$ cat src/rtl/ref_sup_pkg.sv
package ref_sup_pkg;

    typedef enum logic [1:0] {
        ST_ACQ    = 2'd0,
        ST_SETTLE = 2'd1,
        ST_LOCK   = 2'd2,
        ST_HOLD   = 2'd3
    } sup_state_e;

    typedef struct packed {
        logic pulse;    // rising reference edge this cycle
        logic valid;    // a previous period is stored
        logic match;    // current measurement agrees with stored one
        logic missing;  // no edge within twice the stored period
        logic stale;    // gap has reached the long timeout
    } meter_flags_t;

    function automatic logic per_close(input logic [31:0] cur,
                                       input logic [31:0] ref_per,
                                       input int unsigned sh);
        logic [31:0] diff;
        diff = (cur > ref_per) ? (cur - ref_per) : (ref_per - cur);
        return diff <= (ref_per >> sh);
    endfunction

endpackage

$ cat src/rtl/ref_period_meter.sv
module ref_period_meter
    import ref_sup_pkg::*;
#(
    parameter int CNT_W       = 25,
    parameter int TOL_SHIFT   = 3,
    parameter int TIMEOUT_CYC = 8388608
) (
    input  logic             clk,
    input  logic             rst,
    input  logic             ref_in,
    input  logic             restart,
    output meter_flags_t     flags,
    output logic [CNT_W-1:0] since
);

    logic             ref_d;
    logic             valid_q;
    logic [CNT_W-1:0] last_per;
    logic [CNT_W-1:0] meas;
    logic             rise;
    logic [CNT_W:0]   since_x;
    logic [CNT_W:0]   twice_per;

    assign rise      = ref_in & ~ref_d;
    assign meas      = (since == '1) ? since : since + 1'b1;
    assign since_x   = {1'b0, since};
    assign twice_per = {last_per, 1'b0};

    always_ff @(posedge clk) begin
        if (rst) begin
            ref_d    <= 1'b0;
            since    <= '0;
            last_per <= '0;
            valid_q  <= 1'b0;
        end else begin
            ref_d <= ref_in;
            if (rise) begin
                since    <= '0;
                last_per <= meas;
                valid_q  <= ~restart;
            end else if (since != '1) begin
                since <= since + 1'b1;
            end
        end
    end

    always_comb begin
        flags.pulse   = rise;
        flags.valid   = valid_q;
        flags.match   = valid_q && per_close(32'(meas), 32'(last_per), TOL_SHIFT);
        flags.missing = valid_q && (since_x >= twice_per);
        flags.stale   = since >= CNT_W'(TIMEOUT_CYC);
    end

endmodule

$ cat src/rtl/ref_settle_timer.sv
module ref_settle_timer #(
    parameter int LOCK_CYC = 65536,
    parameter int TW       = $clog2(LOCK_CYC + 1)
) (
    input  logic clk,
    input  logic rst,
    input  logic load,
    input  logic run,
    output logic done
);

    logic [TW-1:0] remain;

    always_ff @(posedge clk) begin
        if (rst) begin
            remain <= '0;
        end else if (load) begin
            remain <= TW'(LOCK_CYC - 1);
        end else if (run && remain != '0) begin
            remain <= remain - 1'b1;
        end
    end

    assign done = run && (remain == '0);

endmodule

$ cat src/rtl/ref_lock_fsm.sv
module ref_lock_fsm
    import ref_sup_pkg::*;
#(
    parameter int CNT_W  = 25,
    parameter int TCS_CYC = 4096
) (
    input  logic             clk,
    input  logic             rst,
    input  meter_flags_t     flags,
    input  logic [CNT_W-1:0] since,
    input  logic             timer_done,
    input  logic             skip_en,
    output sup_state_e       state,
    output logic             skip_q,
    output logic             timer_load,
    output logic             restart
);

    sup_state_e nxt;
    logic       skip_n;
    logic       short_gap;

    assign short_gap = since < CNT_W'(TCS_CYC);

    always_comb begin
        nxt        = state;
        skip_n     = skip_q;
        timer_load = 1'b0;
        restart    = 1'b0;
        unique case (state)
            ST_ACQ: begin
                if (flags.pulse && flags.match) begin
                    nxt        = ST_SETTLE;
                    timer_load = 1'b1;
                    skip_n     = 1'b0;
                end
            end
            ST_SETTLE: begin
                if ((flags.pulse && flags.valid && !flags.match) ||
                    flags.missing || (!flags.valid && flags.stale)) begin
                    nxt    = ST_ACQ;
                    skip_n = 1'b0;
                end else if (timer_done && flags.valid) begin
                    nxt    = ST_LOCK;
                    skip_n = 1'b0;
                end
            end
            ST_LOCK: begin
                if (flags.pulse && !flags.match) begin
                    nxt = ST_ACQ;
                end else if (flags.missing) begin
                    nxt = ST_HOLD;
                end
            end
            ST_HOLD: begin
                if (flags.pulse) begin
                    nxt        = ST_SETTLE;
                    timer_load = 1'b1;
                    restart    = 1'b1;
                    skip_n     = skip_en && short_gap;
                end else if (flags.stale) begin
                    nxt = ST_ACQ;
                end
            end
            default: nxt = ST_ACQ;
        endcase
    end

    always_ff @(posedge clk) begin
        if (rst) begin
            state  <= ST_ACQ;
            skip_q <= 1'b0;
        end else begin
            state  <= nxt;
            skip_q <= skip_n;
        end
    end

endmodule

$ cat src/rtl/ref_loss_supervisor.sv
module ref_loss_supervisor
    import ref_sup_pkg::*;
#(
    parameter int TIMEOUT_CYC = 8388608,
    parameter int TCS_CYC     = 4096,
    parameter int LOCK_CYC    = 65536,
    parameter int TOL_SHIFT   = 3
) (
    input  logic clk,
    input  logic rst,
    input  logic ref_in,
    input  logic skip_en,
    input  logic out_unl,
    output logic locked,
    output logic out_en
);

    localparam int CNT_W = $clog2(TIMEOUT_CYC + 1) + 1;

    meter_flags_t     flags;
    logic [CNT_W-1:0] since;
    sup_state_e       state;
    logic             skip_q;
    logic             timer_load;
    logic             timer_done;
    logic             restart;

    ref_period_meter #(
        .CNT_W      (CNT_W),
        .TOL_SHIFT  (TOL_SHIFT),
        .TIMEOUT_CYC(TIMEOUT_CYC)
    ) u_meter (
        .clk    (clk),
        .rst    (rst),
        .ref_in (ref_in),
        .restart(restart),
        .flags  (flags),
        .since  (since)
    );

    ref_settle_timer #(
        .LOCK_CYC(LOCK_CYC)
    ) u_timer (
        .clk (clk),
        .rst (rst),
        .load(timer_load),
        .run (state == ST_SETTLE),
        .done(timer_done)
    );

    ref_lock_fsm #(
        .CNT_W  (CNT_W),
        .TCS_CYC(TCS_CYC)
    ) u_fsm (
        .clk       (clk),
        .rst       (rst),
        .flags     (flags),
        .since     (since),
        .timer_done(timer_done),
        .skip_en   (skip_en),
        .state     (state),
        .skip_q    (skip_q),
        .timer_load(timer_load),
        .restart   (restart)
    );

    assign locked = (state == ST_LOCK) || (state == ST_HOLD);
    assign out_en = locked || out_unl || ((state == ST_SETTLE) && skip_q);

endmodule

$ cat config.mk
export PLATFORM = sky130hd
export DESIGN_NAME = ref_loss_supervisor
export DESIGN_NICKNAME = d
export VERILOG_FILES = /design/src/rtl/ref_sup_pkg.sv /design/src/rtl/ref_period_meter.sv /design/src/rtl/ref_settle_timer.sv /design/src/rtl/ref_lock_fsm.sv /design/src/rtl/ref_loss_supervisor.sv
export SDC_FILE = /design/constraint.sdc
export NUM_CORES = 1
export LEC_CHECK = 0
export BUFFER_PORTS_ARGS = -buffer_cell sky130_fd_sc_hd__buf_2
export CAP_MARGIN = 40
export CORE_MARGIN = 10
export CORE_UTILIZATION = 49
export CTS_BUF_LIST = sky130_fd_sc_hd__clkbuf_16
export CTS_CLUSTER_DIAMETER = 60
export DETAILED_ROUTE_END_ITERATION = 10
export GPL_TIMING_DRIVEN = 0
export PLACE_DENSITY = 0.73
export REMOVE_ABC_BUFFERS = 1
export SYNTH_ARGS = -nofsm -noshare
export SYNTH_HDL_FRONTEND = slang
export SYNTH_SLANG_ARGS = --single-unit
$ cat constraint.sdc
create_clock -name clk -period 15.1 [get_ports clk]
set_input_delay 2.265 -clock clk [delete_from_list [all_inputs] [get_ports clk]]
set_output_delay 2.265 -clock clk [all_outputs]
set_load 0.005 [all_outputs]
## After elaboration in Yosys (flattened, before gate mapping)

Index checks and enable logic that the tools add are counted.

| cells by class | value |
|---|---|
| add/subtract/negate cells | 4 |
| $lt $le $gt $ge | 5 |
| equality and inequality tests | 10 |
| multiplexer cells | 21 |
| bitwise logic cells | 3 |
| reduce and logical (&&, ||, !) cells | 28 |

Operator list:

| operator | count |
|---|---|
| 25-bit by 25-bit subtractor with 26-bit output | 2 |
| 32-bit by 22-bit less-or-equal comparator with 1-bit output | 1 |
| 16-bit two-way mux | 2 |
| 32-bit two-way mux | 1 |
| 25-bit by 26-bit greater-or-equal comparator with 1-bit output | 1 |
| 25-bit by 1-bit adder with 25-bit output (second input constant) | 1 |
| 25-bit == test (second input constant) | 1 |
| 25-bit by 24-bit greater-or-equal comparator with 1-bit output (second input constant) | 1 |
| 25-bit greater-than comparator | 1 |
| 25-bit by 13-bit less-than comparator with 1-bit output (second input constant) | 1 |
| 25-bit two-way mux | 1 |
| 25-bit inequality test (second input constant) | 1 |
| 17-bit zero test | 1 |
| 17-bit nonzero test | 1 |
| 17-bit by 1-bit subtractor with 17-bit output (second input constant) | 1 |
| 2-bit two-way mux | 7 |
| 1-bit logical AND | 12 |
| 3-bit by 1-bit inequality test with 1-bit output (second input constant) | 3 |
| 2-bit one-hot mux with 4 select lines | 1 |
| 4-bit AND reduction | 2 |
| 1-bit two-way mux | 7 |
| 1-bit logical OR | 5 |
| 2-bit == test (second input constant) | 2 |
| 2-bit by 1-bit inequality test with 1-bit output (second input constant) | 2 |
| other kinds (10) | 13 |

| word-level totals | value |
|---|---|
| flip-flop bits (word level) | 72 |
| input bits | 5 |
| output and inout port bits | 2 |
| logic and storage cells | 79 |

## Depth between registers and ports, before layout

Gate-level depths: netlist of the first run.

| depth | value |
|---|---|
| word-level depth | 12 |
| gate-level depth with buffers | 38 |
| gate-level depth less buffers | 34 |

## Cells and area by module

A second synthesis of the first run with hierarchy kept.

| second synthesis, totals | value |
|---|---|
| cell total of the unflattened synthesis | 886 |
| area, all modules | 7004.2 µm² |

By module, submodules not included:

| module | times used | cells an instance | area each (µm²) | seq. area each (µm²) |
|---|---|---|---|---|
| ref_period_meter | 1 | 742 | 5740.5 | 1041.0 |
| ref_settle_timer | 1 | 99 | 878.3 | 340.3 |
| ref_lock_fsm | 1 | 42 | 366.6 | 60.1 |
| ref_loss_supervisor | 1 | 3 | 18.8 | 0.0 |

## Worst setup path after synthesis of the first run

Ideal clock, no wire load.

| timing path | value |
|---|---|
| kind | register to register |
| start point | register u_meter.since[3] |
| end point | register u_timer.remain[11] |
| library setup time | 0.073 ns |
| arrival time | 7.937 ns |
| data required time | 15.027 ns |
| setup slack | 7.091 ns |
| stages on the path, launching flop included | 36 |
| buffers on the path | 7 |
| clock period less this slack | 8.009 ns |
| cells stage by stage | dfxtp_1 -> and3_1 -> nand3_1 -> nor4_1 -> and3_1 -> clkbuf_1 -> nand4b_1 -> nor3_1 -> nand3_1 -> nor2_1 -> xnor2_1 -> ha_1 -> buf_4 -> nand2_2 -> or4_4 -> nor4_4 -> nor2_1 -> a21oi_4 -> buf_2 -> buf_2 -> buf_1 -> mux2_2 -> ha_1 -> nor2b_4 -> o211ai_2 -> a21oi_1 -> o31a_1 -> or4b_1 -> a21bo_2 -> or4b_4 -> a21oi_2 -> a21oi_1 -> or3_1 -> buf_6 -> buf_6 -> a21oi_1 |

| between the ends | value |
|---|---|
| word-level cells in the longest chain between the ends | 10 |
| elaborated cells between the ends (all ways) | 14 |
| classes of those cells | 3 x add/sub; 2 x order compare; 1 x eq/ne; 5 x mux; 3 x reduce/logical |

Ends and longest elaborated chain:

| element | RTL line | RTL |
|---|---|---|
| start, declared | ref_period_meter.sv:13 | `output logic [CNT_W-1:0] since` |
| start signal, assigned | ref_period_meter.sv:42 | `since <= since + 1'b1;` |
| 25-bit by 1-bit adder with 25-bit output / 25-bit == test (equally long branches) | ref_period_meter.sv:25 | `assign meas = (since == '1) ? since : since + 1'b1;` |
| 25-bit two-way mux (*) | ref_period_meter.sv:25 |  |
| 25-bit by 25-bit subtractor with 26-bit output / 25-bit greater-than comparator (equally long branches) | ref_sup_pkg.sv:22 | `diff = (cur > ref_per) ? (cur - ref_per) : (ref_per - cur);` |
| 32-bit two-way mux (*) | ref_sup_pkg.sv:22 |  |
| 32-bit by 22-bit less-or-equal comparator with 1-bit output (*) | ref_sup_pkg.sv:23 | `return diff <= (ref_per >> sh);` |
| 1-bit logical AND (*) | ref_period_meter.sv:50 | `flags.match = valid_q && per_close(32'(meas), 32'(last_per), TOL_SHIFT);` |
| 1-bit logical AND (*) | ref_lock_fsm.sv:32 | `if (flags.pulse && flags.match) begin` |
| 1-bit two-way mux (*) | ref_lock_fsm.sv:32 |  |
| 1-bit one-hot mux with 2 select lines (*) | ref_lock_fsm.sv:30 | `unique case (state)` |
| 16-bit two-way mux / 2-bit nonzero test (equally long branches) | n/a |  |
| end signal, assigned | ref_settle_timer.sv:18 | `remain <= TW'(LOCK_CYC - 1);` |
| end signal, assigned | ref_settle_timer.sv:20 | `remain <= remain - 1'b1;` |
| end, declared | ref_settle_timer.sv:12 | `logic [TW-1:0] remain;` |

Every way passes the cells marked *; elsewhere a longest branch is shown, timed or not.
A chain may end at the register's enable or synchronous reset.

## Worst setup path in the final report of the first run

| timing path | value |
|---|---|
| start point | register u_meter.since[3] |
| end point | register u_timer.remain[16] |

| between the ends | value |
|---|---|
| word-level cells in the longest chain between the ends | 10 |
| elaborated cells between the ends (all ways) | 13 |
| classes of those cells | 3 x add/sub; 2 x order compare; 1 x eq/ne; 4 x mux; 3 x reduce/logical |

Ends and longest elaborated chain:

| element | RTL line |
|---|---|
| 25-bit by 1-bit adder with 25-bit output / 25-bit == test (equally long branches) | ref_period_meter.sv:25 |
| 25-bit two-way mux (*) | ref_period_meter.sv:25 |
| 25-bit by 25-bit subtractor with 26-bit output / 25-bit greater-than comparator (equally long branches) | ref_sup_pkg.sv:22 |
| 32-bit two-way mux (*) | ref_sup_pkg.sv:22 |
| 32-bit by 22-bit less-or-equal comparator with 1-bit output (*) | ref_sup_pkg.sv:23 |
| 1-bit logical AND (*) | ref_period_meter.sv:50 |
| 1-bit logical AND (*) | ref_lock_fsm.sv:32 |
| 1-bit two-way mux (*) | ref_lock_fsm.sv:32 |
| 1-bit one-hot mux with 2 select lines (*) | ref_lock_fsm.sv:30 |
| 2-bit OR reduction (no line) (*) | n/a |

Marked as above.

==> flow_summary_export.csv, run 1 <==
group,metric,value,unit
pwr,p_comb_share,39.8,%
die,fp.dieW,138,microns
pwr,seqPwrFrac,29.7,%
synth,synth_seq_cells,72,
synth,synth_area,6880,sq um
pwr,total_power,0.739,mW
sta,tightest_slew,0.927,ns
drt,wirelength,17500,microns
job,cap_violations,0,
synth,synth.distinct_cells,68,
setup_path,crit_fanout,22,
global_route,antenna_found_initial,0,
clock_network,cts_hold_buf,0,
drt,drt_first_iter_violations,542,
sta,fin_hold_ws,0.466,ns
pwr,powerDensity,101,nW/um^2
clock_network,htreeDepth,3,
global_route,grt_pass1_vias,5791,
synth,yosysWarnings,0,
setup_path,r2r-end,"u_timer.remain[16]",
die,die_y,138,microns
global_route,grt_overflow_total,0,
synth,syn_inst,868,
setup_path,cp_slowest_cell,"or3_1",
synth,synth_area_leader_cell,"dfxtp_1",
sta,final-hold-violation-count,0,
setup_path,reg2reg_from,"u_meter.since[3]",
global_route,grt_max_degree,38,
die,ios,7,
sta,relSlewSlack,37.3,%
clock_network,numCtsBuffers,9,
synth,synth_area_per_cell,7.92,sq um
sta,rsz0062_at_grt,"false",
setup_path,crit_path_frequent_cell,"nor2_1",
synth,synth_edf_count,0,
clock_network,cts_root_buf,"clkbuf_16",
drt,drc,0,
sta,timing.fmax,0.0938,GHz
setup_path,worstPathArrival,10.88,ns
place,placed_area,7010,sq um
worst_hold_path,min_to,"u_fsm.skip_q",
drt,drt-met1-wl,8450,microns
worst_hold_path,min_path_cells,2,
drt,met2_length,7810,microns
synth,ys_top_cells_by_area,"dfxtp_1 21%, ha_1 19%, a21oi_1 6.2%, xnor2_1 3.9%, xor2_1 3.8%",
setup_path,regToRegSetupSlack,4.44,ns
sta,finClkSkew,0.00890,ns
sta,min_period,10.66,ns
clock_network,worstSkewPairLatency,0.34,ns
clock_network,clockBufferDepth,2,
sta,worst_slack,4.44,ns
drt,vias_per_cell,5.99,
setup_path,cp-end-kind,"register",
global_route,grt.total_usage,17.8,%
global_route,grt_pass1_wl,29200,microns
sta,slew_violations,0,
place,gp_congestion,0.940,
pwr,p_sw_share,35.1,%
sta,fin_setup_tns,0,ns
pwr,leakagePower,3.32,nW
drt,vias,6204,
die,initial_core_util,49.7,%
pwr,p_clk_share,30.5,%
setup_path,startpoint_type,"register",
place,portBuffers,6,
clock_network,cts_tree,"yes",
place,dp_hpwl,13900,microns
cells_and_area,layout_common_cells,"104 x ha_1, 85 x a21oi_1, 72 x dfxtp_1",
setup_path,ff2ff_path_depth,34,
run_status,status,"completed",
synth,synth_top_area_share,21.0,%
synth,async_reset_ff_share,0,%
sta,min_period_over_period,70.6,%
clock_network,clock-sinks,72,
pwr,net-switching-power,0.259,mW
cells_and_area,drive_gt1_share,6.54,%
setup_path,slowest_delay,0.62,ns
cells_and_area,final_common_cell,"ha_1",
drt,route.met3.wl,888,microns
cells_and_area,area_delta_synth_final,6.62,%
pwr,p_int,0.480,mW
drt,drtAntennaViolNets,0,
cells_and_area,antenna_cells,0,
clock_network,cts_setup_buffers,0,
pwr,ir_worst_vdd,108,uV
cells_and_area,final_cell_area,7330,sq um
clock_network,cts.repair.resized,0,
die,dieArea,19200,sq um
clock_network,cts.clk_slew.worst_paths,0.06,ns
place,dpl_worst_slack,4.57,ns
die,num_rows,43,
setup_path,required,15.32,ns
drt,routedWlPerCell,16.9,microns
sta,setup-violations-final,0,
worst_hold_path,min-delay-start,"u_fsm.skip_q",
die,design.core.area,13800,sq um
cells_and_area,nNetsFinal,962,
drt,highest_layer,"met4",
worst_hold_path,hp-class,"reg -> reg",
synth,ys.flop_type,"dfxtp_1",
drt,first_pass_iters,5,
setup_path,critPathKind,"reg -> reg",
synth,ys_seq_area_share,21.0,%
## worst max path at each step
stage | startpoint | endpoint | cells after the start
global route | u_meter.since[3] | u_timer.remain[16] | 34
CTS | u_meter.since[3] | u_timer.remain[16] | 34
global placement | u_meter.since[3] | u_timer.remain[16] | 33
finish | u_meter.since[3] | u_timer.remain[16] | 34
floorplan | u_meter.since[3] | u_timer.remain[16] | 33
detailed placement | u_meter.since[3] | u_timer.remain[16] | 34
## final cells by class
class                   count  area (sq um)
fillers                  1264          6490
multi-input cells         693          5000
flip-flops and latches     72          1440
inverters                  65           244
clock buffers               9           225
well taps                 180           225
repair buffers             10           104
clock inverters             7          93.8
## Yosys cell counts, drive strengths merged (6+ instances only)
master,n
nand4,22
inv,65
o22ai,26
nand2,60
nand3,18
a211oi,10
nand2b,9
o211ai,8
clkbuf,20
mux2i,14
dfxtp,72
a31oi,9
o21ai,38
nor3,23
ha,104
buf,18
a21o,30
and3,7
xnor2,31
nor2b,14
xor2,30
or4,6
nor4,13
nor2,66
a21oi,92
## metrics by stage
stage | util [%] | instances
floorplan | - | 830
global placement | 50.2 | 1016
detailed placement | 50.7 | 1020
CTS | 53.0 | 1036
global route | 53.0 | 1036
finish | 53.0 | 1036
## metal layers
layer,up-vias,global-route usage [%]
met4,0,5.05
met2,183,28.4
li1,3087,-
met5,-,0
met1,2908,24.3
met3,26,2.53
## critical path: cells and delay by family (launching register included)
family / cells / cell delay, ns
fa+ha+maj: 2 / 0.73
buf+inv: 1 / 0.23
simple gates: 18 / 5.53
flops: 1 / 0.41
xor+xnor: 2 / 0.66
mux: 1 / 0.35
compound gates: 10 / 2.63
## sequential cells by signal, indices dropped and copies added (netlist names)
signal / flops
u_meter.last_per: 25
u_meter.since: 25
u_timer.remain: 17
u_fsm.state: 2
u_fsm.skip_q: 1
u_meter.ref_d: 1
u_meter.valid_q: 1
## power by group through the flow
stage / logic [mW] / clock network (mW) / registers, mW
floorplan: 0.227 / 0 / 0.221
global placement: 0.279 / 0 / 0.223
detailed placement: 0.289 / 0 / 0.223
CTS: 0.292 / 0.230 / 0.220
global route: 0.326 / 0.237 / 0.221
finish: 0.294 / 0.225 / 0.220
## cells by family (layout without fill, tap and decap cells)
logic type / count (synthesis) / in the layout / share of synthesized area, %
and+or+nand+nor: 256 / 256 / 19.5
AOI/OAI and AO/OA: 251 / 251 / 23.1
adders and majority gates: 106 / 106 / 19.5
buffers and inverters: 103 / 91 / 6.39
DFF: 72 / 72 / 21.0
xor gates and xnor gates: 61 / 61 / 7.77
muxes: 19 / 19 / 2.86
(Power assumes the default switching activity.)
==> run 2: changes to the inputs <==
--- a/config.mk
+++ b/config.mk
@@ -5,6 +5,7 @@
 export SDC_FILE = /design/constraint.sdc
 export NUM_CORES = 1
 export LEC_CHECK = 0
+export ABC_AREA = 1
 export BUFFER_PORTS_ARGS = -buffer_cell sky130_fd_sc_hd__buf_2
 export CAP_MARGIN = 40
 export CORE_MARGIN = 10
@@ -13,7 +14,7 @@
 export CTS_CLUSTER_DIAMETER = 60
 export DETAILED_ROUTE_END_ITERATION = 10
 export GPL_TIMING_DRIVEN = 0
-export PLACE_DENSITY = 0.73
+export PLACE_DENSITY = 0.76
 export REMOVE_ABC_BUFFERS = 1
 export SYNTH_ARGS = -nofsm -noshare
 export SYNTH_HDL_FRONTEND = slang
==> constraint.sdc (replaced) <==
create_clock -name clk -period 9.1 [get_ports clk]
set_input_delay 1.365 -clock clk [delete_from_list [all_inputs] [get_ports clk]]
set_output_delay 1.365 -clock clk [all_outputs]
set_load 0.005 [all_outputs]
==> flow_summary_export.csv, run 2 <==
group,metric,value,unit
clock_network,numCtsBuffers,9,
worst_hold_path,min-delay-start,"u_fsm.skip_q",
setup_path,ff2ff_path_depth,40,
global_route,grt_pass1_wl,33100,microns
setup_path,regToRegSetupSlack,1.43,ns
pwr,p_clk_share,24.0,%
setup_path,crit_start,"u_meter.since[0]",
setup_path,startpoint_type,"register",
drt,vias,7439,
die,fp.dieW,144,microns
sta,rsz0062_at_grt,"false",
synth,synth_seq_cells,72,
place,gp_congestion,0.940,
worst_hold_path,min_path_cells,4,
clock_network,worstSkewPairLatency,0.34,ns
synth,synth_area,7510,sq um
place,portBuffers,6,
die,dieArea,20700,sq um
clock_network,htreeDepth,3,
drt,first_pass_iters,6,
pwr,leakagePower,4.36,nW
cells_and_area,layout_common_cells,"323 x nand2_1, 214 x inv_1, 108 x nor2_1",
clock_network,cts_root_buf,"clkbuf_16",
place,placed_area,7730,sq um
drt,wirelength,19900,microns
clock_network,clockBufferDepth,2,
global_route,grt_max_degree,29,
setup_path,slowest_delay,0.55,ns
setup_path,cp_slowest_cell,"o311ai_0",
sta,final-hold-violation-count,0,
sta,min_period,7.67,ns
global_route,grt_pass1_vias,7153,
synth,ys_seq_area_share,19.2,%
setup_path,crit_path_end,"u_timer.remain[11]",
setup_path,required,9.29,ns
drt,drt_first_iter_violations,599,
sta,fin_hold_ws,0.514,ns
pwr,ir_worst_vdd,201,uV
drt,vias_per_cell,5.38,
synth,yosysWarnings,0,
clock_network,cts.clk_slew.worst_paths,0.06,ns
drt,drtAntennaViolNets,0,
sta,finClkSkew,0.0141,ns
sta,min_period_over_period,84.2,%
clock_network,cts_tree,"yes",
pwr,p_comb_share,46.9,%
setup_path,reg2reg_from,"u_meter.since[0]",
synth,syn_inst,1188,
cells_and_area,reg_top3,"u_meter.last_per: 25 flops, u_meter.since: 25 flops, u_timer.remain: 17 flops",
synth,synth.distinct_cells,48,
setup_path,worstPathArrival,7.86,ns
sta,slew_violations,0,
synth,synth_area_leader_cell,"dfxtp_1",
sta,setup-violations-final,0,
synth,synth_top_area_share,19.2,%
setup_path,critPathKind,"reg -> reg",
cells_and_area,nNetsFinal,1301,
drt,routedWlPerCell,14.4,microns
cells_and_area,drive_gt1_share,4.86,%
clock_network,cts_setup_buffers,0,
sta,relSlewSlack,43.0,%
clock_network,clock-sinks,72,
global_route,grt_overflow_total,0,
pwr,p_sw_share,42.5,%
run_status,status,"completed",
setup_path,crit_path_frequent_cell,"nand2_1",
pwr,powerDensity,170,nW/um^2
setup_path,cp-end-kind,"register",
synth,ys_top_cells_by_area,"dfxtp_1 19%, ha_1 17%, nand2_1 16%, inv_1 11%, nor2_1 5.4%",
global_route,antenna_found_initial,0,
die,num_rows,45,
pwr,net-switching-power,0.580,mW
worst_hold_path,hp-class,"reg -> reg",
cells_and_area,final_cell_area,8000,sq um
job,cap_violations,0,
die,ios,7,
setup_path,crit_fanout,24,
cells_and_area,final_common_cell,"nand2_1",
synth,async_reset_ff_share,0,%
synth,synth.most_common_cell,"nand2_1",
setup_path,r2r-end,"u_timer.remain[11]",
clock_network,cts_hold_buf,0,
clock_network,cts.repair.resized,0,
die,die_y,144,microns
sta,fin_setup_tns,0,ns
cells_and_area,antenna_cells,0,
place,dp_hpwl,16200,microns
synth,synth_edf_count,0,
drt,drc,0,
pwr,p_int,0.784,mW
sta,timing.fmax,0.130,GHz
global_route,grt.total_usage,19.6,%
pwr,seqPwrFrac,29.2,%
synth,synth_common_cells,"323 x nand2_1, 214 x inv_1, 108 x nor2_1",
synth,ys.flop_type,"dfxtp_1",
synth,synth_area_per_cell,6.32,sq um
sta,tightest_slew,0.852,ns
die,design.core.area,15100,sq um
cells_and_area,area_delta_synth_final,6.53,%
die,initial_core_util,49.8,%
-- run 2: cell count changes after synthesis, moves of 7 or more --
cell      previous run  this run
nand2_1             57       323
inv_1               65       214
nor2_1              66       108
nand3_1             18        46
a21o_1              30         5
a21oi_1             85        61
nor2b_1             13         0
xnor2_1             31        18
mux2i_1             14         2
clkbuf_1            20         9
nand2b_1             9         0
a211oi_1            10         3
nor2_2               0         7
-- run 2: metrics by stage --
stage          std cells  worst slack (ns)  total power, mW  utilization (%)
4_1_cts             1382              1.57             1.37             53.0
3_3_place_gp        1365              1.73             1.02             51.0
5_1_grt             1382             0.917             1.48             53.0
3_5_place_dp        1367              1.61             1.03             51.3
6_report            1382              1.43             1.36             53.0
2_1_floorplan       1171              3.44            0.887                -
-- run 2: kinds of logic (layout without fill, tap and decap cells) --
family                     count (synthesis)  in the layout  share of synthesized area (%)
AOI/OAI and AO/OA                        171            171                           13.9
adders and majority gates                106            106                           17.9
xor gates and xnor gates                  45             45                           5.25
DFF                                       72             72                           19.2
and+or+nand+nor                          557            557                           31.5
muxes                                      2              2                          0.266
buffers and inverters                    235            241                           12.0
-- run 2: worst min-delay path by stage --
stage / to / slack [ns]
floorplan: u_timer.remain[11] / 0.47
global placement: u_timer.remain[11] / 0.50
detailed placement: u_timer.remain[11] / 0.50
CTS: u_timer.remain[11] / 0.51
global route: u_timer.remain[11] / 0.55
finish: u_fsm.skip_q / 0.51
-- run 2: worst max-delay path: cells and delay by family (launching register included) --
kind                     cells  cell delay [ns]
flip-flops                   1             0.49
AND/OR/NAND/NOR             27             3.45
AO/OA/AOI/OAI                7             1.97
buffers and inverters        1             0.07
XOR/XNOR                     2             0.52
adder cells (fa/ha/maj)      3             1.00
-- run 2: power by group through the flow --
| stage | clock (mW) | combinational (mW) | sequential (mW) |
|---|---|---|---|
| after floorplan | 0 | 0.492 | 0.395 |
| after global placement | 0 | 0.616 | 0.403 |
| after detailed placement | 0 | 0.631 | 0.403 |
| after CTS | 0.335 | 0.636 | 0.397 |
| after global routing | 0.344 | 0.732 | 0.403 |
| final | 0.327 | 0.639 | 0.398 |
-- run 2: layout make-up --
class | count | area (sq um)
Sequential cell | 72 | 1440
Timing Repair Buffer | 8 | 72.6
Inverter | 218 | 818
Multi-Input combinational cell | 881 | 5170
Tap cell | 188 | 235
Clock buffer | 9 | 225
Fill cell | 1527 | 7090
Clock inverter | 6 | 43.8
-- run 2: layer usage --
layer  vias up  routed length [microns]  track usage [%]
li1       3821                        -                -
met2       184                     9190             33.3
met5         -                        0                0
met3        44                      769             2.44
met1      3390                     9300             24.3
met4         0                      609             8.33
==> run 3: changes to the inputs <==
==> constraint.sdc (replaced) <==
create_clock -name clk -period 6.6 [get_ports clk]
set_input_delay 0.99 -clock clk [delete_from_list [all_inputs] [get_ports clk]]
set_output_delay 0.99 -clock clk [all_outputs]
set_load 0.005 [all_outputs]
==> flow_summary_export.csv, run 3 (synthesis results as in run 2) <==
group,metric,value,unit
setup_path,crit_fanout,12,
drt,drtAntennaViolNets,0,
cells_and_area,area_delta_synth_final,12.7,%
global_route,grt_max_degree,29,
sta,min_period_over_period,95.3,%
sta,setup-violations-final,0,
die,design.core.area,15100,sq um
drt,drt_first_iter_violations,631,
setup_path,reg2reg_from,"u_meter.since[0]",
die,num_rows,45,
cells_and_area,register_area,1450,sq um
pwr,total_power,1.95,mW
sta,tightest_slew,0.897,ns
place,placed_area,7730,sq um
cells_and_area,fin_util,56.1,%
setup_path,regToRegSetupSlack,0.31,ns
run_status,status,"completed",
drt,routedWlPerCell,14.9,microns
sta,final-hold-violation-count,0,
die,ios,7,
cells_and_area,antenna_cells,0,
sta,timing.fmax,0.159,GHz
cells_and_area,layout_common_cells,"319 x nand2_1, 213 x inv_1, 102 x nor2_1",
sta,min_period,6.29,ns
cells_and_area,fillCellCount,1459,
die,initial_core_util,49.8,%
cells_and_area,final_common_cell,"nand2_1",
place,portBuffers,6,
pwr,leakagePower,4.51,nW
clock_network,clockBufferDepth,2,
worst_hold_path,min_path_cells,4,
clock_network,cts_root_buf,"clkbuf_16",
setup_path,worst-path-buf-inv,4,
die,die_y,144,microns
global_route,grt_pass1_wl,33700,microns
drt,wirelength,20900,microns
setup_path,startpoint_type,"register",
drt,first_pass_iters,5,
pwr,powerDensity,230,nW/um^2
worst_hold_path,min_to,"u_fsm.skip_q",
sta,fin_setup_tns,0,ns
setup_path,slowest_delay,0.40,ns
setup_path,r2r-end,"u_timer.remain[16]",
die,dieArea,20700,sq um
clock_network,cts_tree,"yes",
cells_and_area,multi_input_area,5480,sq um
setup_path,crit_path_frequent_cell,"nand2_1",
sta,slew_violations,0,
setup_path,cp-end-kind,"register",
sta,relSlewSlack,39.9,%
setup_path,required,6.84,ns
pwr,ir_worst_vdd,279,uV
cells_and_area,drive_gt1_share,9.88,%
clock_network,clock-sinks,72,
die,fp.dieW,144,microns
drt,drc,0,
cells_and_area,final_cell_area,8470,sq um
place,gp_congestion,0.940,
setup_path,cp_slowest_cell,"dfxtp_4",
sta,finClkSkew,0.0187,ns
global_route,grt_overflow_total,0,
worst_hold_path,hp-class,"reg -> reg",
cells_and_area,reg_top3,"u_meter.last_per: 25 flops, u_meter.since: 25 flops, u_timer.remain: 17 flops",
cells_and_area,nNetsFinal,1321,
setup_path,critPathKind,"reg -> reg",
clock_network,worstSkewPairLatency,0.34,ns
drt,vias_per_cell,5.49,
worst_hold_path,min-delay-start,"u_fsm.skip_q",
setup_path,ff2ff_path_depth,43,
global_route,grt.total_usage,20.0,%
place,dp_hpwl,16200,microns
setup_path,crit_family,"simple AND/OR/NAND/NOR gates",
global_route,antenna_found_initial,0,
setup_path,worstPathArrival,6.52,ns
drt,vias,7690,
global_route,grt_pass1_vias,7223,
clock_network,htreeDepth,3,
clock_network,cts.clk_slew.worst_paths,0.06,ns
clock_network,numCtsBuffers,9,
job,cap_violations,0,
==> run 3: worst max path at each step <==
| stage | from | to | slack [ns] | cells after the start |
|---|---|---|---|---|
| finish | u_meter.since[0] | u_timer.remain[16] | 0.31 | 43 |
| global route | u_meter.since[0] | u_fsm.state[1] | -0.03 | 47 |
| CTS | u_meter.since[0] | u_timer.remain[16] | 0.03 | 42 |
| detailed placement | u_meter.since[0] | u_timer.remain[8] | -0.89 | 40 |
| global placement | u_meter.since[0] | u_timer.remain[11] | -0.77 | 40 |
| floorplan | u_meter.since[0] | u_timer.remain[16] | 0.94 | 43 |
==> run 3: worst reg2reg max path, delay by kind of cell (launching register included) <==
kind,cells,cell delay (ns)
xor+xnor,2,0.44
flops,1,0.40
simple gates,26,3.04
fa+ha+maj,3,0.71
compound gates,8,1.08
buf+inv,4,0.49
==> run 3: routing by layer <==
layer | track usage [%] | vias up | share of wire [%]
li1 | - | 3864 | -
met1 | 24.8 | 3533 | 44
met2 | 34.2 | 248 | 47
met3 | 2.44 | 45 | 5.4
met4 | 7.85 | 0 | 2.8
met5 | 0 | - | 0
==> run 3: area by class of cell <==
type	instances	share of cell area, %
tap	188	2.78
inverter	218	9.66
clock inverter	6	0.517
sequential	72	17.1
multi-input combinational	884	64.7
clock buffer	9	2.66
timing repair buffer	25	2.66
==> run 3: repair_timing <==
item / 4_1_cts / 5_1_grt
hold buffers: 0 / 0
gates cloned: 1 / 2
gates resized for setup: 12 / 55
buffers inserted: 4 / 13
setup endpoints to repair: 20 / 20
pin swaps: 5 / 22
==> run 3: report_power, final <==
group	internal, mW	leakage [nW]	switching (mW)
clock	0.254	0.134	0.196
combinational	0.367	3.79	0.584
sequential	0.496	0.584	0.0526
total	1.12	4.51	0.833
==> run 3: stage by stage <==
step	hold WS (ns)	worst slack (ns)	cells
after CTS	0.514	0.0285	1387
after global routing	0.545	-0.0306	1402
after floorplan	0.466	0.939	1171
after global placement	0.504	-0.772	1365
final	0.513	0.311	1402
after detailed placement	0.503	-0.886	1367
